File: src/rtl/tri_pfd_pkg.sv
package tri_pfd_pkg;

    typedef enum logic [1:0] {
        PH_IDLE     = 2'd0,
        PH_FB_LEAD  = 2'd1,
        PH_REF_LEAD = 2'd2
    } phase_e;

endpackage

File: src/rtl/pfd_edge_sync.sv
module pfd_edge_sync #(
    parameter int STAGES = 2
) (
    input  logic clk,
    input  logic rst_n,
    input  logic din,
    output logic fall
);

    localparam int LAST = STAGES;

    logic [LAST:0] chain_d;
    logic [LAST:0] chain_q;

    always_comb begin
        chain_d = {chain_q[LAST-1:0], din};
    end

    always_ff @(posedge clk or negedge rst_n) begin
        if (!rst_n) begin
            chain_q <= '1;
        end else begin
            chain_q <= chain_d;
        end
    end

    assign fall = chain_q[LAST] & ~chain_q[LAST-1];

endmodule

File: src/rtl/pfd_lead_timer.sv
module pfd_lead_timer #(
    parameter int CW = 8
) (
    input  logic          clk,
    input  logic          rst_n,
    input  logic          run,
    input  logic [CW-1:0] win,
    output logic          past_win
);

    localparam logic [CW-1:0] CNT_MAX = '1;

    logic [CW-1:0] cnt_d;
    logic [CW-1:0] cnt_q;

    always_comb begin
        cnt_d = cnt_q;
        if (!run) begin
            cnt_d = '0;
        end else if (cnt_q != CNT_MAX) begin
            cnt_d = cnt_q + 1'b1;
        end
    end

    always_ff @(posedge clk or negedge rst_n) begin
        if (!rst_n) begin
            cnt_q <= '0;
        end else begin
            cnt_q <= cnt_d;
        end
    end

    assign past_win = (cnt_q >= win);

endmodule

File: src/rtl/tri_pfd.sv
module tri_pfd
    import tri_pfd_pkg::*;
#(
    parameter int WIN_W       = 8,
    parameter int SYNC_STAGES = 2
) (
    input  logic             clk,
    input  logic             rst_n,
    input  logic             ref_in,
    input  logic             fb_in,
    input  logic [WIN_W-1:0] fine_win,
    output logic             pd_data,
    output logic             pd_oe
);

    localparam int N_IN = 2;

    typedef struct packed {
        phase_e phase;
    } det_state_t;

    det_state_t st_d;
    det_state_t st_q;

    logic [N_IN-1:0] raw_in;
    logic [N_IN-1:0] fall_v;
    logic            ref_fall;
    logic            fb_fall;
    logic            past_win;
    logic            in_idle;
    logic            in_ref_lead;
    logic            in_fb_lead;

    assign raw_in = {fb_in, ref_in};

    for (genvar gi = 0; gi < N_IN; gi++) begin : g_sync
        pfd_edge_sync #(
            .STAGES(SYNC_STAGES)
        ) u_sync (
            .clk  (clk),
            .rst_n(rst_n),
            .din  (raw_in[gi]),
            .fall (fall_v[gi])
        );
    end

    assign ref_fall = fall_v[0];
    assign fb_fall  = fall_v[1];

    assign in_idle     = (st_q.phase == PH_IDLE);
    assign in_ref_lead = (st_q.phase == PH_REF_LEAD);
    assign in_fb_lead  = (st_q.phase == PH_FB_LEAD);

    pfd_lead_timer #(
        .CW(WIN_W)
    ) u_timer (
        .clk     (clk),
        .rst_n   (rst_n),
        .run     (in_fb_lead),
        .win     (fine_win),
        .past_win(past_win)
    );

    always_comb begin
        st_d = st_q;
        unique case (st_q.phase)
            PH_IDLE: begin
                if (ref_fall && !fb_fall) begin
                    st_d.phase = PH_REF_LEAD;
                end else if (fb_fall && !ref_fall) begin
                    st_d.phase = PH_FB_LEAD;
                end
            end
            PH_REF_LEAD: begin
                if (fb_fall) begin
                    st_d.phase = PH_IDLE;
                end
            end
            PH_FB_LEAD: begin
                if (ref_fall) begin
                    st_d.phase = PH_IDLE;
                end
            end
            default: begin
                st_d.phase = PH_IDLE;
            end
        endcase
    end

    always_ff @(posedge clk or negedge rst_n) begin
        if (!rst_n) begin
            st_q.phase <= PH_IDLE;
        end else begin
            st_q <= st_d;
        end
    end

    always_comb begin
        pd_oe   = 1'b0;
        pd_data = 1'b0;
        if (in_ref_lead) begin
            pd_oe   = 1'b1;
            pd_data = 1'b1;
        end else if (in_fb_lead && past_win) begin
            pd_oe   = 1'b1;
            pd_data = 1'b0;
        end
    end

endmodule

File: config.mk
export PLATFORM = sky130hd
export DESIGN_NAME = tri_pfd
export DESIGN_NICKNAME = d
export VERILOG_FILES = /design/src/rtl/tri_pfd_pkg.sv /design/src/rtl/pfd_edge_sync.sv /design/src/rtl/pfd_lead_timer.sv /design/src/rtl/tri_pfd.sv
export SDC_FILE = /design/constraint.sdc
export NUM_CORES = 1
export LEC_CHECK = 0
export ABC_AREA = 1
export BUFFER_PORTS_ARGS = -buffer_cell sky130_fd_sc_hd__clkbuf_2
export CAP_MARGIN = 40
export CORE_MARGIN = 10
export CORE_UTILIZATION = 56
export CTS_BUF_LIST = sky130_fd_sc_hd__clkbuf_8
export CTS_CLUSTER_DIAMETER = 200
export DETAILED_ROUTE_END_ITERATION = 7
export PLACE_DENSITY = 0.85
export SYNTH_ARGS = -nofsm -noshare
export SYNTH_HDL_FRONTEND = slang
export SYNTH_SLANG_ARGS = --single-unit
File: constraint.sdc
create_clock -name clk -period 1.8 [get_ports clk]
set_input_delay 0.36 -clock clk [delete_from_list [all_inputs] [get_ports clk]]
set_output_delay 0.36 -clock clk [all_outputs]
set_load 0.01 [all_outputs]
==> results.ini <==
[yosys]
syn_nets = 135
seq_area_frac_synth_pct = 42.8
synth.most_common_cell = nand2_1
netlist_area_um2 = 953
synthTopCellsByArea = dfrtp_1 26%, dfstp_2 17%, ha_1 13%, nand2_1 8.7%, inv_1 8.3%
syn_avg_cell_area_um2 = 8.44
synth_top_flop_cell = dfrtp_1
ys_ff_latch = 16
synth.top_cell.area_share_pct = 26.2
yosysWarnings = 0
synth_edf_count = 0
synth-async-reset-ratio_pct = 100
synthTopCellsByCount = 22 x nand2_1, 21 x inv_1, 10 x dfrtp_1, 10 x ha_1, 9 x nand3_1
synth_top_area_cell = dfrtp_1
ys_types = 22
synth_cells = 113

[final_layout]
nNetsFinal = 161
post-route-util_pct = 77.4
area_growth_pct = 26.5
n_antenna_cell = 0
drive_above_1_share_pct = 37.0
final_area_um2 = 1210

[floorplan]
die_h_um = 61.3
die_w_um = 61.3
core_um2 = 1560
io_pins = 14
die_area_um2 = 3750
start_util_pct = 61.2
std_cell_rows = 14

[critical_path]
reg2reg_from = u_timer.cnt_q[1]
cp-endpoint = pd_oe
cp_top_family = simple AND/OR/NAND/NOR gates
startpoint = u_timer.cnt_q[5]
reg2reg_depth = 7
regToRegSetupSlack_ps = 390
critPathKind = reg -> out
crit_path_cell_trace = ha_4, nand2_1, nor2_2, nand4_1, nand3_2, nand2_1, nand2_1, buf_2
path_common_cell = nand2_1
critPathSlowestCell = dfrtp_1
regToRegEndpoint = u_timer.cnt_q[0]
arrival_ps = 1620
cp.depth = 8
critPathMaxStageDelay_ps = 410
worstPathRequired_ps = 1440
critPathLaunchType = register
crit_fanout = 2
crit_buf_inv = 1
critPathCaptureType = output port

[grt]
grt.total_usage_pct = 12.8
grt_overflow = 0
antenna_found_initial = 0
grt_max_degree = 17
grt_pass1_vias = 840
grt_pass1_wl_um = 3620

[clocking]
cts-root-buf = clkbuf_8
cts-buffers-inserted = 3
clkTransAtPathRegs_ps = 60
cts_buffer_depth = 2
clock_latency_ps = 250
cts_tree = built
cts.sinks = 16
htreeDepth = 1
cts-hold-fix-buffers = 0

[sta]
slew_violations = 0
fin_hold_ws_ps = 22.5
fin_crit_ps = 1980
fin_skew_ps = 9.63
hold_viol_final = 0
timing.fmax_mhz = 505
max_slew_margin_pct = 73.8
tightest_slew_ps = 394
setup_viol = 1
setup_ws_ps = -179
post-route-period-util_pct = 110
rsz0062_at_grt = yes

[drt]
wirelength_um = 2260
wl_per_cell_um = 14.6
drt_iter0_drc = 17
drc = 0
vias_per_cell = 5.38
firstDrtPassIters = 4
antenna_left = 0
num_vias = 829

[run_status]
violations = setup timing
outcome = finished, violations left

[min_path]
worst_hold_path_type = in -> async

[placement]
hpwl_um = 1540
gp_congestion = 0.830
placed_cell_area_um2 = 1080
io_buffers = 13

[pwr]
p_leak_nw = 0.669
p_per_area_nw_per_um2 = 873
ir_worst_vdd_mv = 0.701

[job]
maxCapViolCount = 0

worst reg2reg max path: cells and delay by family (launching register included):
| family | cells | cell delay, ps |
|---|---|---|
| simple gates | 4 | 530 |
| flops | 1 | 410 |
| fa+ha+maj | 1 | 230 |
| compound gates | 1 | 110 |
| buf+inv | 1 | 70 |
area by class of cell:
type / count / area [µm²]
clock buffers: 3 / 41.3
clock inverters: 1 / 3.75
fillers: 109 / 353
inverters: 24 / 90.1
multi-input cells: 73 / 517
flip-flops and latches: 16 / 409
well taps: 16 / 20.0
repair buffers: 21 / 125
through the flow:
stage                     std cells  setup TNS, ps  setup slack, ps  power (mW)
after floorplan                 113              0              240       0.646
after global placement          147              0             84.6       0.740
after detailed placement        147              0             24.0       0.757
after CTS                       153           -151             -151        1.04
after global routing            154           -230             -230        1.11
final                           154           -179             -179        1.05
layer usage:
| layer | global-route usage (%) | part of all wire (%) | vias to the layer above |
|---|---|---|---|
| met5 | 0 | 0 | - |
| met1 | 14.1 | 42 | 393 |
| met2 | 22.6 | 53 | 26 |
| met4 | 4.23 | 0.98 | 0 |
| met3 | 4.32 | 4.4 | 2 |
| li1 | - | - | 408 |
state kept, by name, summed over array words and instances, names as in the netlist:
signal                 count
st_q                       2
u_timer.cnt_q              8
g_sync.u_sync.chain_q      6
worst min-delay path by stage:
stage          startpoint  cells past startpoint          endpoint
2_1_floorplan       rst_n                      0           st_q[0]
3_3_place_gp        rst_n                      1  u_timer.cnt_q[2]
3_5_place_dp        rst_n                      1  u_timer.cnt_q[2]
4_1_cts             rst_n                      1  u_timer.cnt_q[4]
5_1_grt             rst_n                      1  u_timer.cnt_q[5]
6_report            rst_n                      1  u_timer.cnt_q[5]
placed cells by master, fill, tap and decap left out:
master / n
nor2_1: 6
nand4_1: 2
or2_2: 1
a21oi_1: 3
nand2_1: 22
dfstp_2: 6
inv_1: 20
o21ai_0: 5
nand2_2: 1
ha_4: 4
clkbuf_2: 12
xnor2_1: 1
o21ai_2: 1
a21o_1: 1
nand3_2: 1
nand4_4: 1
nor2_2: 3
dfrtp_1: 9
a31oi_1: 2
nand3_1: 8
dfrtp_2: 1
nor3_1: 1
clkbuf_8: 3
inv_2: 5
a21oi_2: 1
nor2_4: 2
o21bai_1: 1
ha_1: 6
buf_2: 1
buf_4: 8
report_power, final:
group          switching [mW]  internal (mW)
clock network           0.113          0.151
logic                   0.208          0.131
registers              0.0394          0.411
total                   0.360          0.693
repair_timing:
action | CTS | global route
endpoints found under the setup margin | 1 | 1
gates resized for setup | 5 | 6
pin swaps | 1 | 3
buffers inserted | 2 | 1
kinds of logic after synthesis:
logic type | Yosys count | share of synthesized area, %
compound gates | 14 | 8.53
xor+xnor | 1 | 0.919
fa+ha+maj | 10 | 13.1
buf+inv | 24 | 9.45
flops | 16 | 42.8
simple gates | 48 | 25.2
Power figures use the tool's default switching activity.
